==> src/rtl/usart_rx_pkg.sv <==
package usart_rx_pkg;

    typedef enum logic [2:0] {
        ST_IDLE,
        ST_START,
        ST_DATA,
        ST_PAR,
        ST_STOP
    } rx_state_e;

    typedef struct packed {
        logic [8:0] data;
        logic       fe;
        logic       pe;
        logic       ovr;
    } rx_entry_t;

    // Number of data bits chosen by a character-size code.
    function automatic logic [3:0] size_bits(input logic [2:0] code);
        case (code)
            3'd0:    size_bits = 4'd5;
            3'd1:    size_bits = 4'd6;
            3'd2:    size_bits = 4'd7;
            3'd7:    size_bits = 4'd9;
            default: size_bits = 4'd8;
        endcase
    endfunction

endpackage

==> src/rtl/usart_rx_edge.sv <==
module usart_rx_edge (
    input  logic clk,
    input  logic rst_n,
    input  logic sync_mode,
    input  logic xck_fall,
    input  logic xck,
    output logic sync_stb
);
    typedef struct packed {
        logic xck_prev;
    } edge_state_t;

    edge_state_t q, d;

    always_comb begin
        d = q;
        d.xck_prev = xck;
        if (xck_fall) begin
            sync_stb = sync_mode && !xck && q.xck_prev;
        end else begin
            sync_stb = sync_mode && xck && !q.xck_prev;
        end
    end

    always_ff @(posedge clk or negedge rst_n) begin
        if (!rst_n) begin
            q <= '0;
        end else begin
            q <= d;
        end
    end
endmodule

==> src/rtl/usart_rx_deframe.sv <==
module usart_rx_deframe
    import usart_rx_pkg::*;
#(
    parameter int OSR = 16
) (
    input  logic      clk,
    input  logic      rst_n,
    input  logic      enable,
    input  logic      sync_mode,
    input  logic      sync_stb,
    input  logic      os_tick,
    input  logic      rx_in,
    input  logic [2:0] size_code,
    input  logic      parity_en,
    input  logic      parity_odd,
    output logic      frm_valid,
    output rx_entry_t frm_entry
);
    localparam int CW = (OSR > 2) ? $clog2(OSR) : 1;
    localparam logic [CW-1:0] CNT_LAST = CW'(OSR - 1);
    localparam logic [CW-1:0] CNT_HALF = CW'(OSR / 2 - 1);

    typedef struct packed {
        rx_state_e     st;
        logic [CW-1:0] cnt;
        logic [3:0]    idx;
        logic [8:0]    sh;
        logic          pbit;
    } deframe_state_t;

    deframe_state_t q, d;
    logic [3:0] nbits;
    logic       stb;

    always_comb begin
        d         = q;
        frm_valid = 1'b0;
        frm_entry = '0;
        nbits     = size_bits(size_code);
        stb       = sync_mode ? sync_stb : (os_tick && (q.cnt == CNT_LAST));

        // Oversampling counter runs in every bit-collecting state.
        if (!sync_mode && os_tick &&
            (q.st == ST_DATA || q.st == ST_PAR || q.st == ST_STOP)) begin
            d.cnt = (q.cnt == CNT_LAST) ? '0 : q.cnt + 1'b1;
        end

        case (q.st)
            ST_IDLE: begin
                if (sync_mode ? (sync_stb && !rx_in) : (os_tick && !rx_in)) begin
                    d.sh  = '0;
                    d.idx = '0;
                    d.cnt = '0;
                    d.st  = sync_mode ? ST_DATA : ST_START;
                end
            end
            ST_START: begin
                if (os_tick) begin
                    if (q.cnt == CNT_HALF) begin
                        d.cnt = '0;
                        d.st  = rx_in ? ST_IDLE : ST_DATA;
                    end else begin
                        d.cnt = q.cnt + 1'b1;
                    end
                end
            end
            ST_DATA: begin
                if (stb) begin
                    if (q.idx < 4'd9) begin
                        d.sh[q.idx] = rx_in;
                    end
                    if (q.idx == nbits - 4'd1) begin
                        d.st = parity_en ? ST_PAR : ST_STOP;
                    end else begin
                        d.idx = q.idx + 4'd1;
                    end
                end
            end
            ST_PAR: begin
                if (stb) begin
                    d.pbit = rx_in;
                    d.st   = ST_STOP;
                end
            end
            ST_STOP: begin
                if (stb) begin
                    frm_valid     = 1'b1;
                    frm_entry.data = q.sh;
                    frm_entry.fe  = !rx_in;
                    frm_entry.pe  = parity_en && (q.pbit != ((^q.sh) ^ parity_odd));
                    frm_entry.ovr = 1'b0;
                    d.st          = ST_IDLE;
                end
            end
            default: d.st = ST_IDLE;
        endcase

        if (!enable) begin
            d         = '0;
            d.st      = ST_IDLE;
            frm_valid = 1'b0;
        end
    end

    always_ff @(posedge clk or negedge rst_n) begin
        if (!rst_n) begin
            q    <= '0;
            q.st <= ST_IDLE;
        end else begin
            q <= d;
        end
    end
endmodule

==> src/rtl/usart_rx_fifo.sv <==
module usart_rx_fifo
    import usart_rx_pkg::*;
#(
    parameter int DEPTH = 2
) (
    input  logic               clk,
    input  logic               rst_n,
    input  logic               flush,
    input  logic               push,
    input  rx_entry_t          push_entry,
    input  logic               pop,
    output rx_entry_t          head,
    output logic [$clog2(DEPTH+1)-1:0] level
);
    localparam int AW = (DEPTH > 1) ? $clog2(DEPTH) : 1;
    localparam int LW = $clog2(DEPTH + 1);
    localparam logic [AW-1:0] PTR_LAST = AW'(DEPTH - 1);
    localparam logic [LW-1:0] LVL_FULL = LW'(DEPTH);

    typedef struct packed {
        rx_entry_t [DEPTH-1:0] mem;
        logic [AW-1:0]         rd;
        logic [AW-1:0]         wr;
        logic [LW-1:0]         lvl;
    } fifo_state_t;

    fifo_state_t q, d;
    logic        do_pop;
    logic        room;
    logic [AW-1:0] newest;

    function automatic logic [AW-1:0] ptr_next(input logic [AW-1:0] p);
        ptr_next = (p == PTR_LAST) ? '0 : p + 1'b1;
    endfunction

    always_comb begin
        d      = q;
        do_pop = pop && (q.lvl != '0);
        room   = (q.lvl != LVL_FULL) || do_pop;
        newest = (q.wr == '0) ? PTR_LAST : q.wr - 1'b1;

        if (do_pop) begin
            d.rd = ptr_next(q.rd);
        end

        if (push && room) begin
            d.mem[q.wr] = push_entry;
            d.wr        = ptr_next(q.wr);
        end else if (push) begin
            d.mem[newest].ovr = 1'b1;
        end

        if ((push && room) && !do_pop) begin
            d.lvl = q.lvl + 1'b1;
        end else if (!(push && room) && do_pop) begin
            d.lvl = q.lvl - 1'b1;
        end

        if (flush) begin
            d = '0;
        end

        head  = (q.lvl != '0) ? q.mem[q.rd] : '0;
        level = q.lvl;
    end

    always_ff @(posedge clk or negedge rst_n) begin
        if (!rst_n) begin
            q <= '0;
        end else begin
            q <= d;
        end
    end
endmodule

==> src/rtl/usart_rx_core.sv <==
module usart_rx_core
    import usart_rx_pkg::*;
#(
    parameter int OSR   = 16,
    parameter int DEPTH = 2
) (
    input  logic       clk,
    input  logic       rst_n,
    input  logic       rx_en,
    input  logic       sync_mode,
    input  logic       xck_fall,
    input  logic       xck,
    input  logic       os_tick,
    input  logic [2:0] size_code,
    input  logic       parity_en,
    input  logic       parity_odd,
    input  logic       rx_in,
    input  logic       irq_en,
    input  logic       rd_data,
    output logic [7:0] rx_data,
    output logic       rx_bit9,
    output logic       err_frame,
    output logic       err_parity,
    output logic       err_overrun,
    output logic       rx_ready,
    output logic       rx_irq
);
    localparam int LW = $clog2(DEPTH + 1);

    logic          sync_stb;
    logic          frm_valid;
    rx_entry_t     frm_entry;
    rx_entry_t     head;
    logic [LW-1:0] fifo_level;

    usart_rx_edge u_edge (
        .clk      (clk),
        .rst_n    (rst_n),
        .sync_mode(sync_mode),
        .xck_fall (xck_fall),
        .xck      (xck),
        .sync_stb (sync_stb)
    );

    usart_rx_deframe #(.OSR(OSR)) u_deframe (
        .clk       (clk),
        .rst_n     (rst_n),
        .enable    (rx_en),
        .sync_mode (sync_mode),
        .sync_stb  (sync_stb),
        .os_tick   (os_tick),
        .rx_in     (rx_in),
        .size_code (size_code),
        .parity_en (parity_en),
        .parity_odd(parity_odd),
        .frm_valid (frm_valid),
        .frm_entry (frm_entry)
    );

    usart_rx_fifo #(.DEPTH(DEPTH)) u_fifo (
        .clk       (clk),
        .rst_n     (rst_n),
        .flush     (!rx_en),
        .push      (frm_valid),
        .push_entry(frm_entry),
        .pop       (rd_data),
        .head      (head),
        .level     (fifo_level)
    );

    always_comb begin
        rx_data     = head.data[7:0];
        rx_bit9     = head.data[8];
        err_frame   = head.fe;
        err_parity  = head.pe;
        err_overrun = head.ovr;
        rx_ready    = (fifo_level != '0);
        rx_irq      = rx_ready && irq_en;
    end
endmodule

==> config.mk <==
export PLATFORM = sky130hd
export DESIGN_NAME = usart_rx_core
export DESIGN_NICKNAME = d
export VERILOG_FILES = /design/src/rtl/usart_rx_pkg.sv /design/src/rtl/usart_rx_edge.sv /design/src/rtl/usart_rx_deframe.sv /design/src/rtl/usart_rx_fifo.sv /design/src/rtl/usart_rx_core.sv
export SDC_FILE = /design/constraint.sdc
export NUM_CORES = 1
export LEC_CHECK = 0
export ABC_CLOCK_PERIOD_IN_PS = 2250
export BUFFER_PORTS_ARGS = -buffer_cell sky130_fd_sc_hd__clkbuf_2
export CORE_UTILIZATION = 35
export CTS_CLUSTER_DIAMETER = 80
export DETAILED_ROUTE_END_ITERATION = 10
export GPL_TIMING_DRIVEN = 0
export SLEW_MARGIN = 20
export SYNTH_ARGS = -nofsm -noshare
export SYNTH_HDL_FRONTEND = slang
export SYNTH_SLANG_ARGS = --single-unit
==> constraint.sdc <==
create_clock -name clk -period 2.25 [get_ports clk]
set_input_delay 0.1125 -clock clk [delete_from_list [all_inputs] [get_ports clk]]
set_output_delay 0.1125 -clock clk [all_outputs]
set_load 0.02 [all_outputs]
# --- Yosys cells after proc, flatten, opt, wreduce, memory -nomap -nowiden ---
# Index checks and enable logic that the tools add are counted.
totals:
  in_bits: 15
  output_inout_bits: 14
  ff_bits: 50
  wordCells: 150
op_classes:
  addsub: 8
  bitwise: 1
  n_reduce_logical: 35
  n_lt_le_gt_ge: 8
  n_eq_ne: 28
  mux: 53
ops:
  columns: ["operator", "n"]
  rows:
  - ["12-bit 2-to-1 mux", 6]
  - ["24-bit bitwise mux", 2]
  - ["24-bit 2-to-1 mux", 2]
  - ["28-bit 2-to-1 mux", 1]
  - ["13-bit case mux with 2 select lines", 1]
  - ["12-bit demux with 1-bit select", 2]
  - ["21-bit 2-to-1 mux", 1]
  - ["20-bit 2-to-1 mux", 1]
  - ["1-bit logical AND", 18]
  - ["3-bit 2-to-1 mux", 6]
  - ["4-bit 2-to-1 mux", 4]
  - ["4-bit case mux with 4 select lines", 1]
  - ["1-bit 2-to-1 mux", 15]
  - ["3-bit by 2-bit != test with 1-bit output (second input constant)", 5]
  - ["3-bit case mux with 5 select lines", 1]
  - ["13-bit 2-to-1 mux", 1]
  - ["3-bit != test (second input constant)", 4]
  - ["9-bit bitwise mux", 1]
  - ["3-bit by 2-bit equality test with 1-bit output (second input constant)", 3]
  - ["9-bit 2-to-1 mux", 1]
  - ["3-bit by 1-bit != test with 1-bit output (second input constant)", 3]
  - ["9-bit XOR reduction", 1]
  - ["4-bit by 1-bit adder with 4-bit output (second input constant)", 2]
  - ["2-bit 2-to-1 mux", 4]
  - ["other kinds (29)", 47]

# --- Logic depth before layout (Yosys ltp) ---
depth:
  ltp_word: 14
  ltp_mapped: 7
  depth_no_buf: 6

# --- By module ---
# A second synthesis with hierarchy kept.
hier_totals:
  cells_unflattened: 325
  hier_area_um2: 3121.7
modules_own_cells:
  columns: ["mod", "area_per_inst_um2", "seq_area_each_um2", "instances", "cells_per_inst"]
  rows:
  - ["usart_rx_deframe", 1669.1, 525.5, 1, 201]
  - ["usart_rx_fifo", 1385.1, 700.7, 1, 117]
  - ["usart_rx_edge", 50.0, 25.0, 1, 4]
  - ["usart_rx_core", 17.5, 0.0, 1, 3]

# --- Worst setup path after synthesis ---
# OpenSTA, ideal clock, no wires.
synth_path:
  path_type: "register to register"
  from: "register u_deframe.q[14] (netlist bit)"
  to: "register u_deframe.q[13] (netlist bit)"
  n_path_buf: 0
  arrival_time_ps: 1828
  setup_ps: 120
  stages_incl_launch_ff: 7
  period_less_slack_ps: 1948
  setup_slack_ps: 302
  required_ps: 2130
  cell_sequence: "dfrtp_1 -> ha_1 -> and3_1 -> a211oi_4 -> a41oi_2 -> a32o_1 -> a31o_2"
synth_via:
  elab_chain_len: 5
synth_rtl:
  columns: ["item", "line_no", "text"]
  rows:
  - ["from (decl)", "usart_rx_deframe.sv:31", "deframe_state_t q, d;"]
  - ["4-bit equality test", "usart_rx_deframe.sv:40", "stb = sync_mode ? sync_stb : (os_tick && (q.cnt == CNT_LAST));"]
  - ["1-bit logical AND", "usart_rx_deframe.sv:40", null]
  - ["1-bit 2-to-1 mux", "usart_rx_deframe.sv:40", null]
  - ["3-bit by 2-bit != test with 1-bit output (no source line)", null, null]
  - ["4-bit AND reduction (no source line)", null, null]
# No other way between the ends.
# A chain may end at the register's enable or synchronous reset.

# --- Worst setup path after layout ---
layout_path:
  from: "register u_deframe.q[15] (netlist bit)"
  to: "register u_deframe.q[20] (netlist bit)"
layout_via:
  elab_chain_len: 5
  word_cells_on_any_way: 9
  cone_classes: "eq/ne (6); mux (1); reduce/logical (2)"
layout_rtl:
  columns: ["item", "line_no"]
  rows:
  - ["4-bit equality test", "usart_rx_deframe.sv:40"]
  - ["1-bit logical AND", "usart_rx_deframe.sv:40"]
  - ["1-bit 2-to-1 mux", "usart_rx_deframe.sv:40"]
  - ["3-bit by 2-bit != test with 1-bit output (no source line)", null]
  - ["7-bit AND reduction (no source line) (*)", null]
# Every way passes the cells marked *; elsewhere a longest branch is shown, timed or not.

==> out/results.txt <==
Worst r2r src: u_deframe.q[15]
Critical Path AT: 2.34 ns
Starting DRT DRC Count: 113
Antenna Violating Nets Remaining: 0
Synth cell count leaders: 50 x dfrtp_1, 49 x nand2_1, 37 x o21ai_0
Inserted Diodes: 0
Post-synthesis sequential area ratio: 40.60%
Worst R2R Setup Slack: 0.11 ns
Main synth FF type: dfrtp_1
TritonCTS clock tree: built
Number of global-route vias before repair: 2,437
Pre-CTS WS: -0.05110 ns
Clk buf depth: 2
Crit-path cells: ha_2, and3_1, a211oi_4, buf_12, a2bb2o_1, a221oi_2, mux2_2
Post-DP HPWL: 5080 um
Clock Sink Count: 50
Die width: 95.84 um
Layout cells sized above 1: 17.49%
Final total power: 1.762 mW
Fill cells: 871
Setup TNS: 0 ns
Crit start category: register
Cells after DPL: 470
Post-synth top area cell: dfrtp_1
Maximum clock frequency: 467.6 MHz
Total CTS buffers: 5
Tcrit/Tclk final: 95.06%
Largest fanout on the critical path: 7
# DRC: 0
Clk slew on worst S/H paths: 0.10 ns
Post-layout instance area: 0.003566 mm2
GRT Total Usage: 17.09%
I/O Buffers: 27
Final setup viols: 0
Worst Hold End: u_fifo.q[17]
Post-layout nets: 403
Max Cap Viol: 0
YS warnings: 0
DR pass1 iterations: 4
Std-Cell Core Area: 0.008382 mm2
PwrDens: 494.1 mW/mm2
FF-to-FF path depth: 7
Worst skew pair latency: 0.30 ns
Synth top area cells: dfrtp_1 41%, mux2i_1 9.1%, o21ai_0 6.0%
Critical path's top delay family: compound AO/OA/AOI/OAI gates
Peak VDD IR: 250.4 uV
Overall die area: 0.009184 mm2
Largest net degree at the start of global routing: 51
Distinct cells, synth: 62
Synthesized flop and latch total: 50
Worst min path class: primary input to register
Via density: 5.387
Post-synth top area share: 40.60%
Syn Inst Count: 338
IO Pins: 29
Initial antenna violation count: 0
Status: complete, no violations
WHS Path Cells: 3
Syn Nets: 359
Rows: 33
Top-count cell post-synth: dfrtp_1
Initial Util: 36.77%
Routed via count: 2,629
RSZ-0062 raised after global routing: false
Post-synth ARST share: 100.0%
Clock Skews: 0.006600 ns
Worst-Margin Slew: 0.7179 ns
GRT Residual Overflow: 0
CP required: 2.45 ns
Synthesized area per cell: 9.117 um2
Layout overhead on the synthesized area: 15.71%
WL/cell: 14.91 um
CTS H-tree lvls: 2
Routed WL: 7277 um
Terminus of the critical flop-to-flop path: u_deframe.q[20]
Post-Layout Cell Count: 488
First-pass GRT wire length: 12,260 um
Clock root cell: clkbuf_8
Final critical-path required period: 2.139 ns
Slowest cell on crit path: dfrtp_1
Area after DPL: 0.003351 mm2
Critical Path End Type: register
Final Hold Viols: 0
Synth Cell Area: 0.003082 mm2
Worst Slack Setup Final: 0.1112 ns
Die H: 95.84 um
Number of buffers and inverters on the critical path: 1
Worst slew margin: 52.14%
Max incr delay on CP: 0.41 ns
Setup CP Type: register to register
Slew Limit Fails: 0
Post-synth EDFFs: 0
LEAKAGE: 1.539 nW
Routability Congestion: 0.7751
Launch point of the worst hold path: parity_en
==> through the flow <==
stage	hold slack, ns	utilization (%)
6_report	0.1637	42.54
5_1_grt	0.1789	42.54
4_1_cts	0.1548	41.74
3_5_place_dp	0.2383	39.98
3_3_place_gp	0.2758	39.95
2_1_floorplan	-0.1831	-
==> timing repair <==
item	4_1_cts	5_1_grt
resized for setup	1	4
hold buffers	2	0
endpoints found under the hold margin	51	0
pin swaps	1	2
setup buffers	2	6
endpoints found under the setup margin	7	36
==> cell type report <==
| cell class | count | area (um2) | share of cell area [%] |
|---|---|---|---|
| multi-input cells | 260 | 1714 | 48.07 |
| flip-flops and latches | 50 | 1251 | 35.09 |
| repair buffers | 37 | 230.2 | 6.456 |
| well taps | 105 | 131.4 | 3.684 |
| plain buffers | 19 | 92.59 | 2.596 |
| clock buffers | 5 | 68.82 | 1.930 |
| clock inverters | 3 | 43.79 | 1.228 |
| inverters | 9 | 33.78 | 0.9474 |
==> tightest hold or removal path, stage by stage <==
cell	delay (ns)
clkbuf_2	0.12
nand3_1	0.11
mux2i_1	0.08
==> flip-flops by register name (all words and copies together) (netlist names) <==
| name | cells |
|---|---|
| u_fifo.level | 2 |
| u_fifo.q | 26 |
| u_edge.q | 1 |
| u_deframe.q | 21 |
==> layout by cell type, fill, tap and decap left out, types with 6 or more instances in the layout <==
cell type,instances
nor2_1,27
inv_1,9
clkbuf_1,9
nor2b_1,9
buf_4,8
xnor2_1,7
clkbuf_2,28
a21oi_1,6
dfrtp_1,50
mux2i_1,28
nand2_1,49
buf_2,6
nand4_1,11
o21ai_0,36
==> where the power goes <==
part / total (mW) / switching (mW) / internal [mW]
combinational: 0.201 / 0.127 / 0.0743
clock: 0.647 / 0.313 / 0.334
sequential: 0.914 / 0.00903 / 0.905
==> per-layer routing <==
layer	vias to the layer above	global-route usage (%)	part of all wire, %
li1	1305	-	-
met1	1281	23.40	50
met2	39	29.05	47
met3	4	2.370	2.3
met4	0	2.985	0.60
met5	-	0	0
==> worst max path at each step <==
| stage | depth (start not counted) | end | slack [ns] | from |
|---|---|---|---|---|
| after global placement | 6 | u_fifo.q[26] | -0.04 | u_deframe.q[14] |
| after detailed placement | 6 | u_fifo.q[26] | -0.05 | u_deframe.q[14] |
| final | 7 | u_deframe.q[20] | 0.11 | u_deframe.q[15] |
| after CTS | 7 | u_fifo.q[21] | 0.05 | u_deframe.q[14] |
| after floorplan | 6 | u_deframe.q[13] | 0.30 | u_deframe.q[14] |
| after global routing | 7 | u_deframe.q[18] | 0.004 | u_deframe.q[14] |
==> cell families (layout without fill, tap and decap cells) <==
kind of cell	count (synthesis)	after routing	share of synthesized area (%)
simple gates	133	133	21.64
xor+xnor	11	11	3.573
mux	30	30	9.825
flops	50	50	40.60
fa+ha+maj	6	6	2.436
buf+inv	28	73	4.060
compound gates	80	80	17.87
No activity file was read; power rests on OpenSTA's default activity.
